==> src/rtl/cw_pkg.sv <==
package cw_pkg;
  localparam int CHUNK_BYTES = 32;
  localparam int CHUNK_BITS  = CHUNK_BYTES * 8;
endpackage

==> src/rtl/cw_count_check.sv <==
module cw_count_check
  import cw_pkg::*;
#(
  parameter int CNT_W = 32
) (
  input  logic             clk,
  input  logic             rst_n,
  input  logic             restart_i,
  input  logic             take_i,
  input  logic [CNT_W-1:0] count_i,
  output logic             gap_o
);
  logic [CNT_W-1:0] prev_q;
  logic [CNT_W-1:0] step;

  assign step  = count_i - prev_q;
  assign gap_o = take_i && (step > CNT_W'(CHUNK_BYTES));

  always_ff @(posedge clk or negedge rst_n) begin
    if (!rst_n)         prev_q <= '0;
    else if (restart_i) prev_q <= '0;
    else if (take_i)    prev_q <= count_i;
  end
endmodule

==> src/rtl/cw_addr_gen.sv <==
module cw_addr_gen
  import cw_pkg::*;
#(
  parameter int ADDR_W = 32,
  parameter int SEG_W  = 8
) (
  input  logic              clk,
  input  logic              rst_n,
  input  logic              restart_i,
  input  logic              advance_i,
  input  logic [ADDR_W-1:0] base_i,
  input  logic [SEG_W-1:0]  seg_chunks_i,
  input  logic [SEG_W-1:0]  nseg_i,
  output logic [ADDR_W-1:0] addr_o,
  output logic              seg_end_o
);
  logic [ADDR_W-1:0] ofs_q;
  logic [SEG_W-1:0]  chunk_q;
  logic [SEG_W-1:0]  seg_q;
  logic              last_chunk, last_seg;

  assign last_chunk = (chunk_q == seg_chunks_i - SEG_W'(1));
  assign last_seg   = (seg_q == nseg_i - SEG_W'(1));
  assign seg_end_o  = advance_i && last_chunk;
  assign addr_o     = base_i + ofs_q;

  always_ff @(posedge clk or negedge rst_n) begin
    if (!rst_n) begin
      ofs_q   <= '0;
      chunk_q <= '0;
      seg_q   <= '0;
    end else if (restart_i) begin
      ofs_q   <= '0;
      chunk_q <= '0;
      seg_q   <= '0;
    end else if (advance_i) begin
      if (last_chunk) begin
        chunk_q <= '0;
        if (last_seg) begin
          seg_q <= '0;
          ofs_q <= '0;
        end else begin
          seg_q <= seg_q + SEG_W'(1);
          ofs_q <= ofs_q + ADDR_W'(CHUNK_BYTES);
        end
      end else begin
        chunk_q <= chunk_q + SEG_W'(1);
        ofs_q   <= ofs_q + ADDR_W'(CHUNK_BYTES);
      end
    end
  end
endmodule

==> src/rtl/cw_notify.sv <==
module cw_notify #(
  parameter int SEG_W = 8,
  parameter int NTF_W = 16
) (
  input  logic             clk,
  input  logic             rst_n,
  input  logic             restart_i,
  input  logic             seg_done_i,
  input  logic             ack_i,
  input  logic [SEG_W-1:0] nseg_i,
  output logic             irq_o,
  output logic [NTF_W-1:0] count_o,
  output logic             behind_o
);
  logic [NTF_W-1:0] ntf_q, ack_q, pending;

  assign pending  = ntf_q - ack_q;
  assign behind_o = seg_done_i && (pending >= NTF_W'(nseg_i));
  assign count_o  = ntf_q;

  always_ff @(posedge clk or negedge rst_n) begin
    if (!rst_n) begin
      ntf_q <= '0;
      ack_q <= '0;
      irq_o <= 1'b0;
    end else if (restart_i) begin
      ntf_q <= '0;
      ack_q <= '0;
      irq_o <= 1'b0;
    end else begin
      irq_o <= seg_done_i;
      if (seg_done_i) ntf_q <= ntf_q + NTF_W'(1);
      if (ack_i && (pending != '0)) ack_q <= ack_q + NTF_W'(1);
    end
  end
endmodule

==> src/rtl/cw_chunk_writer.sv <==
module cw_chunk_writer
  import cw_pkg::*;
#(
  parameter int ADDR_W = 32,
  parameter int DATA_W = 64,
  parameter int CNT_W  = 32,
  parameter int SEG_W  = 8,
  parameter int NTF_W  = 16
) (
  input  logic                  clk,
  input  logic                  rst_n,
  input  logic                  start,
  input  logic                  clr_flags,
  input  logic [ADDR_W-1:0]     cfg_base,
  input  logic [SEG_W-1:0]      cfg_seg_chunks,
  input  logic [SEG_W-1:0]      cfg_nseg,
  input  logic                  cfg_oneshot,
  input  logic [CNT_W-1:0]      cfg_limit,
  input  logic                  in_valid,
  output logic                  in_ready,
  input  logic [CHUNK_BITS-1:0] in_data,
  input  logic [CNT_W-1:0]      in_count,
  output logic                  wr_valid,
  input  logic                  wr_ready,
  output logic [ADDR_W-1:0]     wr_addr,
  output logic [DATA_W-1:0]     wr_data,
  output logic                  wr_last,
  input  logic                  host_ack,
  output logic                  irq,
  output logic [NTF_W-1:0]      notify_cnt,
  output logic                  overflow,
  output logic                  underflow,
  output logic                  done
);
  localparam int BEATS  = CHUNK_BITS / DATA_W;
  localparam int BEAT_W = (BEATS > 1) ? $clog2(BEATS) : 1;

  logic                  active_q, full_q;
  logic [BEAT_W-1:0]     beat_q;
  logic [CHUNK_BITS-1:0] hold_q;
  logic [CNT_W-1:0]      bytes_q;
  logic                  done_q, ovf_q, unf_q;
  logic                  fire, last_beat, last_fire, stopping, take, stall;
  logic                  gap, seg_end, behind;
  logic [CNT_W:0]        bytes_next;
  logic [DATA_W-1:0]     lane [BEATS];

  for (genvar g = 0; g < BEATS; g++) begin : g_lane
    assign lane[g] = hold_q[g*DATA_W +: DATA_W];
  end

  assign last_beat  = (beat_q == BEAT_W'(BEATS - 1));
  assign fire       = full_q && wr_ready;
  assign last_fire  = fire && last_beat;
  assign bytes_next = {1'b0, bytes_q} + (CNT_W+1)'(CHUNK_BYTES);
  assign stopping   = last_fire && cfg_oneshot && (bytes_next >= {1'b0, cfg_limit});
  assign in_ready   = active_q && (!full_q || (last_fire && !stopping));
  assign take       = in_valid && in_ready;
  assign stall      = active_q && in_valid && !in_ready;

  assign wr_valid = full_q;
  assign wr_last  = full_q && last_beat;
  assign wr_data  = lane[beat_q];
  assign overflow  = ovf_q;
  assign underflow = unf_q;
  assign done      = done_q;

  cw_count_check #(.CNT_W(CNT_W)) u_count (
    .clk(clk), .rst_n(rst_n), .restart_i(start), .take_i(take),
    .count_i(in_count), .gap_o(gap)
  );

  cw_addr_gen #(.ADDR_W(ADDR_W), .SEG_W(SEG_W)) u_addr (
    .clk(clk), .rst_n(rst_n), .restart_i(start), .advance_i(last_fire),
    .base_i(cfg_base), .seg_chunks_i(cfg_seg_chunks), .nseg_i(cfg_nseg),
    .addr_o(wr_addr), .seg_end_o(seg_end)
  );

  cw_notify #(.SEG_W(SEG_W), .NTF_W(NTF_W)) u_ntf (
    .clk(clk), .rst_n(rst_n), .restart_i(start), .seg_done_i(seg_end),
    .ack_i(host_ack), .nseg_i(cfg_nseg), .irq_o(irq), .count_o(notify_cnt),
    .behind_o(behind)
  );

  always_ff @(posedge clk or negedge rst_n) begin
    if (!rst_n) begin
      active_q <= 1'b0;
      full_q   <= 1'b0;
      beat_q   <= '0;
      bytes_q  <= '0;
      done_q   <= 1'b0;
    end else if (start) begin
      active_q <= 1'b1;
      full_q   <= 1'b0;
      beat_q   <= '0;
      bytes_q  <= '0;
      done_q   <= 1'b0;
    end else begin
      if (take)           full_q <= 1'b1;
      else if (last_fire) full_q <= 1'b0;
      if (fire) beat_q <= last_beat ? '0 : beat_q + BEAT_W'(1);
      if (last_fire) bytes_q <= bytes_next[CNT_W-1:0];
      if (stopping) begin
        active_q <= 1'b0;
        done_q   <= 1'b1;
      end
    end
  end

  always_ff @(posedge clk) begin
    if (take) hold_q <= in_data;
  end

  always_ff @(posedge clk or negedge rst_n) begin
    if (!rst_n) begin
      ovf_q <= 1'b0;
      unf_q <= 1'b0;
    end else begin
      if (gap || stall)   ovf_q <= 1'b1;
      else if (clr_flags) ovf_q <= 1'b0;
      if (behind)         unf_q <= 1'b1;
      else if (clr_flags) unf_q <= 1'b0;
    end
  end
endmodule

==> config.mk <==
export PLATFORM = sky130hd
export DESIGN_NAME = cw_chunk_writer
export DESIGN_NICKNAME = d
export VERILOG_FILES = /design/src/rtl/cw_pkg.sv /design/src/rtl/cw_count_check.sv /design/src/rtl/cw_addr_gen.sv /design/src/rtl/cw_notify.sv /design/src/rtl/cw_chunk_writer.sv
export SDC_FILE = /design/constraint.sdc
export NUM_CORES = 1
export LEC_CHECK = 0
export BUFFER_PORTS_ARGS = -buffer_cell sky130_fd_sc_hd__buf_2
export CAP_MARGIN = 20
export CELL_PAD_IN_SITES_DETAIL_PLACEMENT = 0
export CELL_PAD_IN_SITES_GLOBAL_PLACEMENT = 1
export CORE_MARGIN = 3
export CORE_UTILIZATION = 43
export CTS_CLUSTER_SIZE = 14
export DETAILED_ROUTE_END_ITERATION = 10
export GPL_TIMING_DRIVEN = 0
export PLACE_DENSITY = 0.91
export SLEW_MARGIN = 25
export SYNTH_ARGS = -nofsm -noshare
export SYNTH_HDL_FRONTEND = slang
export SYNTH_SLANG_ARGS = --single-unit
==> constraint.sdc <==
create_clock -name clk -period 16 [get_ports clk]
set_clock_uncertainty 0.15 [all_clocks]
set_input_delay 1.6 -clock clk [delete_from_list [all_inputs] [get_ports clk]]
set_output_delay 1.6 -clock clk [all_outputs]
set_load 0.1 [all_outputs]
# After elaboration in Yosys (flattened, before gate mapping)
# Index checks and enable logic that the tools add are counted.
# op_classes
order_cmp	4
reduce_logical	31
n_bitwise	1
add_sub_neg	12
muxes	36
n_eq_ne	3
# ops
op	n
$mux W32	8
$bmux W64 S2	1
$mux W64	2
$mux W16	4
$mux W8	7
$add A32 B6 Y33 const B	1
$ge A33 B32 Y1	1
$add A16 B1 Y16 const B	2
$add A32 B32 Y32	1
$add A32 B6 Y32 const B	1
$gt A32 B6 Y1 const B	1
$sub A32 B32 Y32	1
$reduce_bool A2 Y1	9
$add A8 B1 Y8 const B	2
$eq A8 B8 Y1	2
$ge A16 B8 Y1	1
$reduce_bool A16 Y1	1
$sub A16 B16 Y16	1
$sub A8 B1 Y8 const B	2
$logic_and A1 B1 Y1	14
$mux W1	11
$mux W2	3
$ge A3 B3 Y1 const B	1
$logic_not A1 Y1	3
6 further kinds	7
# totals
in_bits	376
elab_cells	102
output_inout_bits	119
register_bits	408

# Longest topological paths before layout
# depth
ltp_word	12
mapped_depth	22
depth_no_buf	21

# Hierarchy
# Synthesis repeated with hierarchy kept, for this count alone.
# hier_totals
cells_unflattened	1944
hier_area_um2	22471.6
# by_module_without_submodules
mod	n_inst	cells_each	area_per_inst_um2	seq_area_each_um2
cw_chunk_writer	1	672	11935.2	8538.2
cw_addr_gen	1	512	4265.3	1076.0
cw_count_check	1	409	3400.8	800.8
cw_notify	1	351	2870.3	825.8

# Least setup slack after synthesis
# Ideal clock, no wire load.
# synth_timing
kind	reg-to-reg
startpoint	reg bytes_q[5]
endpoint	reg hold_q[0], enable pin
t_required_ns	15.130
setup_time_ns	0.720
synth_period_minus_slack_ns	11.463
setup_slack_ns	4.537
stages_incl_launch_ff	21
arrival_time_ns	10.594
n_path_buf	1
path_cell_list	dfrtp_1 > ha_1 > nand3_1 > nor2_1 > nand3_1 > nor2_1 > nand2_1 > nor2_1 > nand2_1 > nor2_1 > xnor2_1 > ha_1 > a21oi_1 > nand2_1 > a21oi_1 > o21ai_0 > o21ai_0 > o211ai_1 > nand3b_1 > inv_1 > clkbuf_1
# synth_between
elab_chain_cells	8
# synth_rtl
item	line_no	source
from (decl)	cw_chunk_writer.sv:41	logic [CNT_W-1:0] bytes_q;
from (signal assigned)	cw_chunk_writer.sv:102	if (last_fire) bytes_q <= bytes_next[CNT_W-1:0];
$add A32 B6 Y33	cw_chunk_writer.sv:55	assign bytes_next = {1'b0, bytes_q} + (CNT_W+1)'(CHUNK_BYTES);
$ge A33 B32 Y1	cw_chunk_writer.sv:56	assign stopping = last_fire && cfg_oneshot && (bytes_next >= {1'b0, cfg_limit});
$logic_and A1 B1 Y1	cw_chunk_writer.sv:56	
$logic_not A1 Y1	cw_chunk_writer.sv:57	assign in_ready = active_q && (!full_q || (last_fire && !stopping));
$logic_and A1 B1 Y1	cw_chunk_writer.sv:57	
$logic_or A1 B1 Y1	cw_chunk_writer.sv:57	
$logic_and A1 B1 Y1	cw_chunk_writer.sv:57	
$logic_and A1 B1 Y1	cw_chunk_writer.sv:58	assign take = in_valid && in_ready;
named net take	cw_chunk_writer.sv:43	logic fire, last_beat, last_fire, stopping, take, stall;
to (signal assigned)	cw_chunk_writer.sv:111	if (take) hold_q <= in_data;
to (decl)	cw_chunk_writer.sv:40	logic [CHUNK_BITS-1:0] hold_q;
# The timed path passes the listed nets, and every way through them passes these cells.
# A chain may end at the register's enable or synchronous reset.

# Worst setup path in the final report
# layout_timing
startpoint	reg bytes_q[5]
endpoint	out in_ready
# layout_between
elab_chain_cells	7
# layout_rtl
item	line_no	source
$add A32 B6 Y33	cw_chunk_writer.sv:55	
$ge A33 B32 Y1	cw_chunk_writer.sv:56	
$logic_and A1 B1 Y1	cw_chunk_writer.sv:56	
$logic_not A1 Y1	cw_chunk_writer.sv:57	
$logic_and A1 B1 Y1	cw_chunk_writer.sv:57	
$logic_or A1 B1 Y1	cw_chunk_writer.sv:57	
$logic_and A1 B1 Y1	cw_chunk_writer.sv:57	
to (decl)	cw_chunk_writer.sv:20	output logic in_ready,
# No other way between the ends.

==> flow_results.xml <==
<?xml version="1.0" encoding="UTF-8"?>
<metrics>
  <group name="run_status">
    <metric name="status" unit="">completed</metric>
  </group>
  <group name="worst_setup_path">
    <metric name="critical_path_peak_fanout" unit="">6</metric>
    <metric name="required" unit="ps">14250</metric>
    <metric name="r2r_setup_slack" unit="ps">9380</metric>
    <metric name="timing.critical_path.from_type" unit="">flop</metric>
    <metric name="path_class" unit="">reg -&gt; out</metric>
    <metric name="critPathCaptureType" unit="">primary output</metric>
    <metric name="cp.arrival" unit="ps">5190</metric>
  </group>
  <group name="logic_synthesis">
    <metric name="netlist_area" unit="mm2">0.0214</metric>
    <metric name="synthAdderAreaFrac" unit="%">6.98</metric>
    <metric name="largest_family_of_logic_cells_by_synthesized_area" unit="">simple AND/OR/NAND/NOR gates</metric>
    <metric name="yosys-mux-area-fraction" unit="%">7.45</metric>
    <metric name="async_flop_share" unit="%">35.7</metric>
    <metric name="synth_warnings" unit="">0</metric>
    <metric name="syn_avg_cell_area" unit="um2">11.5</metric>
    <metric name="synth.net_count" unit="">2353</metric>
    <metric name="yosys_most_used_dff" unit="">edfxtp_1</metric>
    <metric name="yosys.cell_types.count" unit="">86</metric>
    <metric name="synth_seq_area_share" unit="%">52.6</metric>
    <metric name="synthXorXnorAreaFrac" unit="%">5.00</metric>
    <metric name="gate_count_post_synth" unit="">1859</metric>
    <metric name="synth_enable_flop_cells" unit="">256</metric>
    <metric name="ys_ff_latch" unit="">398</metric>
    <metric name="yosys.area_share.simple" unit="%">13.0</metric>
    <metric name="synth_compound_gate_area_share" unit="%">11.5</metric>
  </group>
  <group name="timing">
    <metric name="fin_setup_tns" unit="ps">0</metric>
    <metric name="max_freq" unit="MHz">144</metric>
    <metric name="post-route-period-util" unit="%">43.4</metric>
    <metric name="drv_slew" unit="">0</metric>
    <metric name="postLayoutSetupSlackWorst" unit="ps">9060</metric>
    <metric name="final_hold_viol_count" unit="">0</metric>
    <metric name="layout_min_cycle_time" unit="ps">6940</metric>
    <metric name="timing.max_slew.rel_slack" unit="%">36.1</metric>
    <metric name="rsz0062_at_grt" unit="">false</metric>
    <metric name="tightest_slew" unit="ps">945</metric>
    <metric name="final-setup-viol-count" unit="">0</metric>
  </group>
  <group name="drt">
    <metric name="first_iter_violations" unit="">1268</metric>
    <metric name="ant_nets" unit="">0</metric>
    <metric name="detailroute.via_count" unit="">16903</metric>
    <metric name="drt_pre_antenna_iters" unit="">5</metric>
    <metric name="routed_wire_length_per_instance" unit="um">20.5</metric>
    <metric name="detail_route.drc_violations" unit="">0</metric>
    <metric name="routed_via_density" unit="">5.42</metric>
    <metric name="finalWirelength" unit="um">63800</metric>
  </group>
  <group name="floorplanning">
    <metric name="die_width" unit="um">229</metric>
    <metric name="die_y" unit="um">229</metric>
    <metric name="rows" unit="">81</metric>
    <metric name="ios" unit="">495</metric>
    <metric name="core-area" unit="mm2">0.0491</metric>
    <metric name="die_area" unit="mm2">0.0524</metric>
    <metric name="initial_utilization" unit="%">43.6</metric>
  </group>
  <group name="worst_hold_path">
    <metric name="timing.hold.worst.class" unit="">reg -&gt; reg</metric>
  </group>
  <group name="layout">
    <metric name="layout_commonest_cell" unit="">buf_2</metric>
    <metric name="nNetsFinal" unit="">2896</metric>
    <metric name="final_util" unit="%">53.6</metric>
    <metric name="drive_above_1_share" unit="%">27.5</metric>
    <metric name="syn2layout_area_growth" unit="%">23.1</metric>
    <metric name="fillerInstances" unit="">4360</metric>
    <metric name="commonest_non_fill_non_tap_cells_in_the_layout" unit="">497 x buf_2, 256 x edfxtp_1, 164 x nand2_1, 142 x dfrtp_1, 136 x nor2_1</metric>
  </group>
  <group name="pwr">
    <metric name="leakage" unit="nW">11.2</metric>
    <metric name="power-per-cell-area" unit="mW/mm2">102</metric>
    <metric name="power.ir.vdd_worst" unit="mV">0.104</metric>
  </group>
  <group name="cts">
    <metric name="cts_buffer_depth" unit="">3</metric>
    <metric name="number_of_sinks_driven_by_the_clock_tree" unit="">398</metric>
    <metric name="worst_skew_pair.late_latency" unit="ps">600</metric>
    <metric name="cts.repair.resized" unit="">0</metric>
    <metric name="cts_root_buffer" unit="">clkbuf_16</metric>
    <metric name="tritoncts.num_buffers" unit="">45</metric>
    <metric name="cts_setup_buffers" unit="">0</metric>
    <metric name="cts-hold-fix-buffers" unit="">0</metric>
    <metric name="clk_pin_slew_worst_paths" unit="ps">70</metric>
    <metric name="clock_tree_from_tritoncts" unit="">yes</metric>
    <metric name="cts_htree_levels" unit="">2</metric>
  </group>
  <group name="grt">
    <metric name="globalRouteOverflowTotal" unit="">0</metric>
    <metric name="first_global_vias" unit="">16826</metric>
    <metric name="grt_max_degree" unit="">75</metric>
    <metric name="grt_pass1_wl" unit="um">97000</metric>
    <metric name="grt_antenna_before_repair" unit="">23</metric>
    <metric name="gr-usage-all-layers" unit="%">23.8</metric>
  </group>
  <group name="place">
    <metric name="port_buffers" unit="">489</metric>
    <metric name="dp_hpwl" unit="um">49200</metric>
    <metric name="routabilityCongestion" unit="">0.958</metric>
    <metric name="dpl_worst_slack" unit="ps">9430</metric>
  </group>
  <group name="job">
    <metric name="max_cap_violations" unit="">0</metric>
  </group>
</metrics>
[stage by stage]
stage	total power [W]	hold WS [ps]	cells	cell area, um2
final	0.00269	366	3116	26300
after global routing	0.00280	395	3113	26300
after CTS	0.00272	372	3097	26300
after detailed placement	0.00168	363	3018	24800
after global placement	0.00169	356	3012	24600
after floorplan	0.00155	313	1859	21400
[layout make-up]
| cell class | count | area (um2) | share of cell area (%) |
|---|---|---|---|
| repair buffers | 496 | 2600 | 9.90 |
| well taps | 664 | 831 | 3.16 |
| diodes | 18 | 45.0 | 0.171 |
| clock buffers | 57 | 1230 | 4.68 |
| flip-flops and latches | 398 | 11200 | 42.7 |
| plain buffers | 70 | 305 | 1.16 |
| multi-input cells | 1273 | 9390 | 35.7 |
| inverters | 118 | 443 | 1.68 |
| clock inverters | 22 | 221 | 0.842 |
[path summary, 6_finish.rpt]
path | startpoint | endpoint | depth (start not counted)
max | bytes_q[5] | in_ready | 19
min | underflow | underflow | 2
max reg2reg | bytes_q[5] | hold_q[58] | 23
min reg2reg | underflow | underflow | 2
max in group asynchronous | rst_n | u_addr.ofs_q[22] | 2
min in group asynchronous | rst_n | u_ntf.count_o[11] | 1
[cell usage after synthesis, types with 9 or more instances]
master	number	area, um2
and3_1	24	150
a211o_1	9	78.8
a31oi_1	13	81.3
xor2_1	64	561
or3_1	18	113
edfxtp_1	256	7690
nand4_1	26	163
nand2b_1	25	156
nor2b_1	30	188
o21ai_0	114	571
o31ai_1	17	128
mux4_2	64	1440
a21o_1	25	188
a21oi_1	117	586
nor3_1	21	105
nor4_1	11	68.8
and2_1	9	56.3
inv_1	118	443
ha_1	116	1450
buf_2	9	45.0
and4_1	10	87.6
nor2_1	136	510
xnor2_1	58	508
nand2_1	164	616
clkbuf_1	47	176
dfrtp_1	142	3550
nand3_1	66	330
[flip-flops by register name, indices dropped and copies added (netlist names), 2 cells and up]
signal and flops:
hold_q 256, beat_q 2, u_addr.seg_q 8, bytes_q 27, u_ntf.ack_q 16, u_addr.chunk_q 8
u_addr.ofs_q 27, u_ntf.count_o 16, u_count.prev_q 32
[where the power goes]
group / internal [W] / switching [W]
Clock: 0.000596 / 0.000431
Combinational: 0.000147 / 0.000347
Sequential: 0.00116 / 0.0000175
[metal layers]
layer	global-route usage, %	part of all wire [%]	vias up
li1	-	-	7968
met1	31.0	41	8200
met2	39.0	49	618
met4	6.63	2.4	14
met5	0	0.16	-
met3	6.79	8.2	103
[critical path, stage by stage (launching register included)]
cell	delay [ps]
dfrtp_1	450
ha_1	240
nand3_1	170
nor2_1	260
nand3_1	200
nor2_1	300
nand2_1	160
nor2_1	370
nand2_1	180
nor2_1	160
xnor2_1	140
ha_1	270
a21oi_1	150
nand2_1	60
a21oi_1	140
o21ai_0	170
o21ai_0	190
o211ai_1	250
nor2b_1	250
buf_2	460
[kinds of logic after synthesis]
| family | Yosys count |
|---|---|
| buf+inv | 188 |
| flops | 398 |
| mux | 77 |
| simple gates | 569 |
| xor+xnor | 122 |
| compound gates | 387 |
| fa+ha+maj | 118 |
No activity file was read; power rests on OpenSTA's default activity.
